`src/rtl/tgt_pkg.sv`:
```
package tgt_pkg;

  localparam logic [3:0] CMD_DUAL = 4'hD;

  typedef enum logic [2:0] {
    ST_IDLE,
    ST_HIGH,
    ST_SKIP,
    ST_DEC1,
    ST_DEC2,
    ST_DATA
  } tgtState_e;

  // strobes from control to datapath
  typedef struct packed {
    logic latchLo;   // first address cycle: low half, command, start word
    logic latchHi;   // second address cycle: high half, real command
    logic latchHit;  // register window compare
    logic beatDone;  // a data phase completes this cycle
    logic active;    // transaction owned
  } tgtStrobe_t;

endpackage

```
`src/rtl/tgt_ctrl.sv`:
```
module tgt_ctrl
  import tgt_pkg::*;
#(
  parameter bit DUAL_EN  = 1'b1,
  parameter bit BURST_EN = 1'b1
) (
  input  logic       clk,
  input  logic       rstN,
  input  logic       addrValid,
  input  logic [3:0] cmd,
  input  logic       beatValid,
  input  logic       lastBeat,
  input  logic       hitReg,
  input  logic       atLastWord,
  output tgtStrobe_t stb,
  output logic       claim,
  output logic       stop
);

  tgtState_e state, nextState;
  logic stopInt;

  assign claim   = (state == ST_DATA);
  assign stopInt = claim && (!BURST_EN || atLastWord);
  assign stop    = stopInt;

  always_comb begin
    stb       = '0;
    nextState = state;
    case (state)
      ST_IDLE: begin
        if (addrValid) begin
          if (cmd == CMD_DUAL) begin
            if (DUAL_EN) begin
              stb.latchLo = 1'b1;
              nextState   = ST_HIGH;
            end else begin
              nextState   = ST_SKIP;
            end
          end else begin
            stb.latchLo = 1'b1;
            nextState   = ST_DEC1;
          end
        end
      end
      ST_HIGH: begin
        stb.latchHi = 1'b1;
        nextState   = ST_DEC1;
      end
      ST_SKIP: nextState = ST_IDLE;
      ST_DEC1: begin
        stb.latchHit = 1'b1;
        nextState    = ST_DEC2;
      end
      ST_DEC2: nextState = hitReg ? ST_DATA : ST_IDLE;
      ST_DATA: begin
        stb.active = 1'b1;
        if (beatValid) begin
          stb.beatDone = 1'b1;
          if (lastBeat || stopInt) nextState = ST_IDLE;
        end
      end
      default: nextState = ST_IDLE;
    endcase
  end

  always_ff @(posedge clk) begin
    if (!rstN) state <= ST_IDLE;
    else       state <= nextState;
  end

endmodule

```
`src/rtl/tgt_dpath.sv`:
```
module tgt_dpath
  import tgt_pkg::*;
#(
  parameter logic [63:0] BASE_ADDR = 64'h0000_0001_0000_1000,
  parameter int unsigned MEM_WORDS = 16
) (
  input  logic        clk,
  input  logic        rstN,
  input  tgtStrobe_t  stb,
  input  logic [31:0] adBus,
  input  logic        cmdWrite,
  input  logic [3:0]  byteEn,
  output logic        hitReg,
  output logic        atLastWord,
  output logic [31:0] rdData
);

  localparam int WORD_BITS = $clog2(MEM_WORDS);
  localparam int ADDR_LSB  = WORD_BITS + 2;
  localparam int BYTES     = 4;
  localparam logic [WORD_BITS-1:0] LAST_WORD = WORD_BITS'(MEM_WORDS - 1);

  logic [31:ADDR_LSB]    addrLoTop;
  logic [31:0]           addrHi;
  logic                  isWrite;
  logic [WORD_BITS-1:0]  wordAddr;
  logic [31:0]           mem [MEM_WORDS];
  logic                  hitNow;

  assign hitNow     = ({addrHi, addrLoTop} == BASE_ADDR[63:ADDR_LSB]);
  assign atLastWord = (wordAddr == LAST_WORD);
  assign rdData     = (stb.active && !isWrite) ? mem[wordAddr] : '0;

  always_ff @(posedge clk) begin
    if (!rstN) begin
      addrLoTop <= '0;
      addrHi    <= '0;
      isWrite   <= 1'b0;
      wordAddr  <= '0;
      hitReg    <= 1'b0;
    end else begin
      if (stb.latchLo) begin
        addrLoTop <= adBus[31:ADDR_LSB];
        addrHi    <= '0;
        isWrite   <= cmdWrite;
        wordAddr  <= adBus[ADDR_LSB-1:2];
      end
      if (stb.latchHi) begin
        addrHi  <= adBus;
        isWrite <= cmdWrite;
      end
      if (stb.latchHit) hitReg <= hitNow;
      if (stb.beatDone) wordAddr <= wordAddr + 1'b1;
    end
  end

  always_ff @(posedge clk) begin
    if (!rstN) begin
      for (int w = 0; w < MEM_WORDS; w++) mem[w] <= '0;
    end else if (stb.beatDone && isWrite) begin
      for (int b = 0; b < BYTES; b++)
        if (byteEn[b]) mem[wordAddr][8*b +: 8] <= adBus[8*b +: 8];
    end
  end

endmodule

```
`src/rtl/masked_bus_target.sv`:
```
module masked_bus_target
  import tgt_pkg::*;
#(
  parameter logic [63:0] BASE_ADDR = 64'h0000_0001_0000_1000,
  parameter int unsigned MEM_WORDS = 16,
  parameter bit          DUAL_EN   = 1'b1,
  parameter bit          BURST_EN  = 1'b1
) (
  input  logic        clk,
  input  logic        rstN,
  input  logic        addrValid,
  input  logic [31:0] adBus,
  input  logic [3:0]  cmd,
  input  logic [3:0]  byteEn,
  input  logic        beatValid,
  input  logic        lastBeat,
  output logic        claim,
  output logic        stop,
  output logic [31:0] rdData
);

  tgtStrobe_t stb;
  logic hitReg;
  logic atLastWord;

  tgt_ctrl #(
    .DUAL_EN (DUAL_EN),
    .BURST_EN(BURST_EN)
  ) ctrlInst (
    .clk       (clk),
    .rstN      (rstN),
    .addrValid (addrValid),
    .cmd       (cmd),
    .beatValid (beatValid),
    .lastBeat  (lastBeat),
    .hitReg    (hitReg),
    .atLastWord(atLastWord),
    .stb       (stb),
    .claim     (claim),
    .stop      (stop)
  );

  tgt_dpath #(
    .BASE_ADDR(BASE_ADDR),
    .MEM_WORDS(MEM_WORDS)
  ) dpathInst (
    .clk       (clk),
    .rstN      (rstN),
    .stb       (stb),
    .adBus     (adBus),
    .cmdWrite  (cmd[0]),
    .byteEn    (byteEn),
    .hitReg    (hitReg),
    .atLastWord(atLastWord),
    .rdData    (rdData)
  );

endmodule

```
`config.mk`:
```
export PLATFORM = sky130hd
export DESIGN_NAME = masked_bus_target
export DESIGN_NICKNAME = d
export VERILOG_FILES = /design/src/rtl/tgt_pkg.sv /design/src/rtl/tgt_ctrl.sv /design/src/rtl/tgt_dpath.sv /design/src/rtl/masked_bus_target.sv
export SDC_FILE = /design/constraint.sdc
export NUM_CORES = 1
export LEC_CHECK = 0
export BUFFER_PORTS_ARGS = -buffer_cell sky130_fd_sc_hd__buf_2
export CAP_MARGIN = 40
export CORE_MARGIN = 1.5
export CORE_UTILIZATION = 55
export DETAILED_ROUTE_END_ITERATION = 10
export GPL_ROUTABILITY_DRIVEN = 1
export PLACE_DENSITY = 0.72
export SLEW_MARGIN = 40
export SYNTH_ARGS = -nofsm -noshare
export SYNTH_HDL_FRONTEND = slang
export SYNTH_SLANG_ARGS = --single-unit
```
`constraint.sdc`:
```
create_clock -name clk -period 2.7 [get_ports clk]
set_clock_uncertainty 0.05 [all_clocks]
set_input_delay 0.135 -clock clk [delete_from_list [all_inputs] [get_ports clk]]
set_output_delay 0.135 -clock clk [all_outputs]
set_load 0.05 [all_outputs]
```
==> flow_metrics.env, run 1 <==
export IMPL_period_minus_slack_ns=2.67
export IMPL_synthesis_nets=1889
export IMPL_outcome="finished, final reports clean"
export IMPL_whs_path_depth=3
export IMPL_route_detailed_drc=0
export IMPL_report_final_hold_viol_count=0
export IMPL_synth_fa_ha_area_share_pct=0.186
export IMPL_timing_rr_end="dpathInst.mem[4][28]"
export IMPL_worstPathRequired_ns=2.52
export IMPL_synth_edff_count=512
export IMPL_rsz0062_at_grt="true"
export IMPL_place_area_um2=28400
export IMPL_rows=80
export IMPL_hold_class="input pin to flop"
export IMPL_relSlewSlack_pct=51.6
export IMPL_grt_pass1_vias=16100
export IMPL_min_delay_start="rstN"
export IMPL_layout_nets=2073
export IMPL_gp_congestion=0.804
export IMPL_io_buffers=78
export IMPL_dp_hpwl_mm=42.4
export IMPL_clkTransAtPathRegs_ns=0.06
export IMPL_fin_ws_ns=0.0340
export IMPL_first_iter_violations=1559
export IMPL_reg2reg_depth=4
export IMPL_core_area_um2=48000
export IMPL_syn2layout_area_growth_pct=16.1
export IMPL_drive_gt1_share_pct=24.7
export IMPL_insertion_delay_ns=0.63
export IMPL_leakage_nw=11.1
export IMPL_fmax_mhz=375
export IMPL_postLayoutCoreUtil_pct=65.0
export IMPL_vias=15700
export IMPL_cp_max_fo=8
export IMPL_worst_setup_path_start_kind="flop"
export IMPL_slew_viol_final=0
export IMPL_final_antenna_net_count=0
export IMPL_die_area_um2=50300
export IMPL_io_pins=79
export IMPL_cts_root_buf="clkbuf_16"
export IMPL_fin_setup_tns_ns=0
export IMPL_clockBufferDepth=3
export IMPL_p_per_area_nw_per_um2=644
export IMPL_setup_viol=0
export IMPL_antenna_found_initial=1
export IMPL_ys_ff_latch=583
export IMPL_wl_per_cell_um=24.6
export IMPL_synth_xor_xnor_area_share_pct=0
export IMPL_fin_crit_sh_pct=98.7
export IMPL_overflow=0
export IMPL_synthMuxAreaShare_pct=13.1
export IMPL_place_ws_ns=0.439
export IMPL_die_w_um=224
export IMPL_cap_violations=0
export IMPL_grt_pass1_wl_mm=98.2
export IMPL_synth_cell_types=46
export IMPL_critPathArrivalTime_ns=2.48
export IMPL_netlist_area_um2=26900
export IMPL_dieHeight_um=224
export IMPL_first_pass_iters=5
export IMPL_r2r_setup_slack_ns=0.42
export IMPL_initial_core_util_pct=56.0
export IMPL_vdd_drop_max_v=0.000519
export IMPL_synth_warnings=0
export IMPL_ys_seq_area_share_pct=62.4
export IMPL_synth_simple_area_share_pct=17.7
export IMPL_htree_num_levels=2
export IMPL_finalPower_mw=20.1
export IMPL_reg2reg_from="dpathInst.wordAddr[2]"
export IMPL_avgSynthCellArea_um2=14.6
export IMPL_cp_end_kind="output port"
export IMPL_drt_vias_per_instance=5.85
export IMPL_critPathKind="flop to output port"
export IMPL_cts_tree="yes"
export IMPL_min_to="dpathInst.hitReg"
export IMPL_grt_max_degree=132
export IMPL_synth_top_family_by_area="simple AND/OR/NAND/NOR gates"
export IMPL_tightest_slew_ns=0.724
export IMPL_synth_compound_area_share_pct=4.07
export IMPL_synthCells=1840
export IMPL_design_area_um2=31200
export IMPL_clock_sinks=583
export IMPL_cts_made_buffers=58
export IMPL_grt_use_total_pct=26.6
export IMPL_wl_mm=66.2
export IMPL_antenna_cells=0
export IMPL_synth_top_flop_cell="edfxtp_1"
export IMPL_async_flop_share_pct=0
power by group:
part	switching, mW	internal (mW)
Clock	3.37	4.53
Sequential	0.162	10.1
Combinational	1.10	0.836
metrics by stage:
stage | std cells | hold slack [ns]
2_1_floorplan | 1840 | 0.230
3_3_place_gp | 2522 | 0.376
3_5_place_dp | 2522 | 0.383
4_1_cts | 2679 | 0.0326
5_1_grt | 2689 | 0.0657
6_report | 2689 | 0.0577
metal layers:
metal	part of all wire, %	track usage, %	vias to the layer above
met4	3.3	9.35	0
li1	-	-	7139
met3	6.4	5.64	115
met2	50	44.4	503
met1	40	34.6	7969
met5	0	0	-
cell usage in the layout, fill, tap and decap left out, drive strengths merged, types with 2 or more instances in the layout:
master         n
clkbuf        85
and2         512
buf          202
ha             4
clkinv        25
o22ai         32
nand3b         2
dlygate4sd3   39
nand2         98
bufinv         3
nand2b         2
a21oi          5
dfxtp         71
nand3         42
mux2i         64
nor4          13
nor3b          2
a21o           2
a21boi        62
mux4         128
clkinvlp       2
inv            3
nand4b         2
nor2b          5
nor4b          3
nor2          71
nand4          4
edfxtp       512
o21ai         68
worst max-delay path, stage by stage, from the launching register on:
cell and delay [ns]:
dfxtp_4 0.40, buf_4 0.18, clkbuf_16 0.19, mux4_2 0.55
mux2i_2 0.21, o22ai_1 0.11, buf_4 0.21
cell families (layout without fill, tap and decap cells):
logic type	after synthesis	after routing
compound gates	175	175
fa+ha+maj	4	4
buf+inv	125	359
flops	583	583
mux	192	192
simple gates	761	761
final cells by class:
class | count | area [um^2]
flip-flops and latches | 583 | 16800
multi-input cells | 1132 | 9560
fillers | 3348 | 16800
repair buffers | 246 | 2210
inverters | 3 | 13.8
clock inverters | 30 | 215
clock buffers | 80 | 1650
well taps | 615 | 769
worst max path at each step:
stage | to | slack (ns) | depth (start not counted)
final | rdData[0] | 0.03 | 6
after global routing | rdData[6] | -0.02 | 6
after CTS | rdData[26] | -0.003 | 6
after detailed placement | dpathInst.mem[7][25] | 0.44 | 4
after global placement | rdData[3] | 0.46 | 5
after floorplan | dpathInst.mem[12][24] | 0.48 | 6
state kept, by name, indices dropped and copies added (netlist names), named ones only:
| signal | count |
|---|---|
| ctrlInst.state | 3 |
| dpathInst.isWrite | 1 |
| dpathInst.addrHi | 32 |
| dpathInst.addrLoTop | 26 |
| dpathInst.mem | 512 |
| dpathInst.wordAddr | 4 |
| dpathInst.hitReg | 1 |
Yosys cell counts, types with 2 or more instances:
cell | instances | share of area [%]
nor4b_1 | 2 | 0.065
nor2_1 | 15 | 0.21
dfxtp_1 | 71 | 5.3
buf_6 | 20 | 0.84
nand2b_1 | 2 | 0.046
buf_4 | 12 | 0.33
nand3_4 | 4 | 0.26
clkbuf_1 | 71 | 0.99
and2_1 | 512 | 12
nand2_1 | 98 | 1.4
o21ai_0 | 68 | 1.3
mux2i_1 | 64 | 2.4
a21boi_0 | 62 | 1.7
mux4_2 | 128 | 11
edfxtp_1 | 512 | 57
nand4_1 | 4 | 0.093
nor2b_1 | 5 | 0.12
nand4b_1 | 2 | 0.065
buf_2 | 19 | 0.35
a21o_1 | 2 | 0.056
nand3_1 | 37 | 0.69
nor4_1 | 13 | 0.30
a21oi_1 | 5 | 0.093
o22ai_1 | 32 | 0.74
inv_1 | 2 | 0.028
nor2_2 | 13 | 0.30
nor2_4 | 43 | 1.8
ha_1 | 4 | 0.19
what timing repair did:
action	CTS	global route
endpoints found under the hold margin	66	0
pin swaps	0	1
endpoints found under the setup margin	32	30
gates cloned	4	6
gates resized for setup	50	32
hold buffers	39	0
buffers inserted	4	4
(Power assumes the default switching activity.)
==> run 2, diff against run 1 <==
Settings changed: PLACE_DENSITY 0.72 to 0.75.
Clock period 2.7 ns to 2.3 ns, I/O delays scaled along.
==> flow_metrics.env, run 2 (same netlist as run 1, synthesis figures left out) <==
export IMPL_outcome="finished with violations"
export IMPL_violations="negative setup slack"
export IMPL_vias=16100
export IMPL_critPathArrivalTime_ns=2.51
export IMPL_antenna_cells=0
export IMPL_clock_sinks=583
export IMPL_fin_setup_tns_ns=-10.68
export IMPL_fin_crit_sh_pct=116
export IMPL_overflow=0
export IMPL_layout_nets=2092
export IMPL_tightest_slew_ns=0.790
export IMPL_antenna_found_initial=1
export IMPL_cp_slowest_stage_delay_ns=0.54
export IMPL_final_antenna_net_count=0
export IMPL_cts_root_buf="clkbuf_16"
export IMPL_final_cell_mix="and2_1 (512), edfxtp_1 (512), buf_4 (145)"
export IMPL_grt_use_total_pct=26.2
export IMPL_period_minus_slack_ns=2.68
export IMPL_io_pins=79
export IMPL_setup_viol=32
export IMPL_grt_max_degree=72
export IMPL_core_area_um2=48000
export IMPL_clockBufferDepth=3
export IMPL_dp_hpwl_mm=41.2
export IMPL_wl_mm=64.7
export IMPL_htree_num_levels=2
export IMPL_route_detailed_drc=0
export IMPL_cp_max_fo=8
export IMPL_place_area_um2=28500
export IMPL_first_pass_iters=5
export IMPL_relSlewSlack_pct=47.3
export IMPL_top_register="dpathInst.mem"
export IMPL_die_w_um=224
export IMPL_grt_pass1_wl_mm=98.0
export IMPL_drive_gt1_share_pct=26.4
export IMPL_p_switching_mw=5.60
export IMPL_syn2layout_area_growth_pct=17.9
export IMPL_sw_frac_of_total_pct=23.0
export IMPL_io_buffers=78
export IMPL_rows=80
export IMPL_cap_violations=0
export IMPL_report_final_hold_viol_count=0
export IMPL_largest_register_ffs=512
export IMPL_slew_viol_final=0
export IMPL_reg_largest_list="dpathInst.mem x512, dpathInst.addrHi x32, dpathInst.addrLoTop x26"
export IMPL_cts_tree="yes"
export IMPL_cts_made_buffers=57
export IMPL_gp_congestion=0.845
export IMPL_die_area_um2=50300
export IMPL_vdd_drop_max_v=0.000539
export IMPL_leakage_nw=11.3
export IMPL_path_cells="buf_12 -> buf_16 -> mux4_2 -> mux2i_2 -> o22ai_1 -> buf_4"
export IMPL_worst_setup_path_start_kind="flop"
export IMPL_comb_power_share_pct=9.9
export IMPL_first_iter_violations=1768
export IMPL_crit_slowest_cell="mux4_2"
export IMPL_clkTransAtPathRegs_ns=0.06
export IMPL_grt_pass1_vias=16300
export IMPL_cp_end_kind="output port"
export IMPL_design_area_um2=31700
export IMPL_insertion_delay_ns=0.63
export IMPL_internal_power_mw=18.7
export IMPL_rsz0062_at_grt="true"
export IMPL_pwr_share_seq_pct=49.4
export IMPL_drt_vias_per_instance=5.93
export IMPL_clkPwrFrac_pct=40.6
export IMPL_hold_class="input pin to flop"
export IMPL_p_per_area_nw_per_um2=767
export IMPL_fin_ws_ns=-0.378
export IMPL_initial_core_util_pct=56.0
export IMPL_critPathKind="flop to output port"
export IMPL_worstPathRequired_ns=2.13
export IMPL_wl_per_cell_um=23.9
export IMPL_fmax_mhz=373
export IMPL_dieHeight_um=224
==> run 2: cell count changes in the layout (fill, tap and decap cells not counted), moves of 3 or more <==
| cell | delta |
|---|---|
| clkbuf_16 | -5 |
| bufinv_16 | +5 |
| mux2i_2 | +6 |
| buf_12 | +4 |
| mux2i_1 | -7 |
| buf_4 | +12 |
| clkinv_1 | -5 |
| clkbuf_1 | -7 |
| buf_16 | +7 |
| clkinvlp_4 | +3 |
==> run 2: layer usage <==
layer | up-vias | track usage (%) | wire, um
met3 | 99 | 3.84 | 4590
met1 | 8160 | 35.8 | 26100
met4 | 0 | 9.35 | 1790
li1 | 7182 | - | -
met2 | 617 | 43.2 | 32200
met5 | - | 0 | 0
==> run 2: critical path: cells and delay by family, from the launching register on <==
kind / cells / cell delay (ns)
DFF: 1 / 0.38
muxes: 2 / 0.76
AOI/OAI and AO/OA: 1 / 0.15
buffers and inverters: 3 / 0.58
==> run 2: area by class of cell <==
| type | instances | area [um^2] |
|---|---|---|
| clock buffer | 72 | 1590 |
| clock inverter | 36 | 415 |
| fill | 3254 | 16300 |
| inverter | 3 | 13.8 |
| multi-input combinational | 1132 | 9610 |
| sequential | 583 | 16800 |
| tap | 615 | 769 |
| timing repair buffer | 266 | 2510 |
==> run 2: final timing paths <==
kind	startpoint	end	slack [ns]	cells past startpoint
max	flop	rdData[9]	-0.38	6
max reg2reg	dpathInst.wordAddr[0]	ctrlInst.state[0]	0.18	7
min	rstN	dpathInst.addrLoTop[10]	0.14	3
min reg2reg	dpathInst.addrLoTop[6]	dpathInst.addrLoTop[6]	0.42	2
==> run 2: metrics by stage <==
stage          hold slack [ns]  total power [mW]  util, %  setup WS (ns)  std cells
4_1_cts                  0.109              24.3     65.7         -0.400       2705
3_3_place_gp             0.389              14.2     59.4          0.190       2537
3_5_place_dp             0.395              14.3     59.4          0.164       2537
5_1_grt                  0.145              25.0     66.0         -0.419       2707
2_1_floorplan            0.210              13.5        -         0.0783       1840
6_report                 0.140              24.3     66.0         -0.378       2707
==> run 2: what timing repair did <==
action                                  CTS  global route
buffers inserted                          8             2
pin swaps                                 4             4
gates cloned                             12             2
endpoints found under the hold margin   182             0
resized for setup                        67            27
hold buffers                             40             0
endpoints found under the setup margin   32            47
==> run 2: power groups by stage <==
| stage | registers, mW | logic (mW) | clock network [mW] |
|---|---|---|---|
| floorplan | 12.2 | 1.36 | 0 |
| global placement | 12.2 | 2.01 | 0 |
| detailed placement | 12.3 | 2.06 | 0 |
| CTS | 12.0 | 2.36 | 9.96 |
| global route | 12.1 | 2.55 | 10.4 |
| finish | 12.0 | 2.42 | 9.89 |
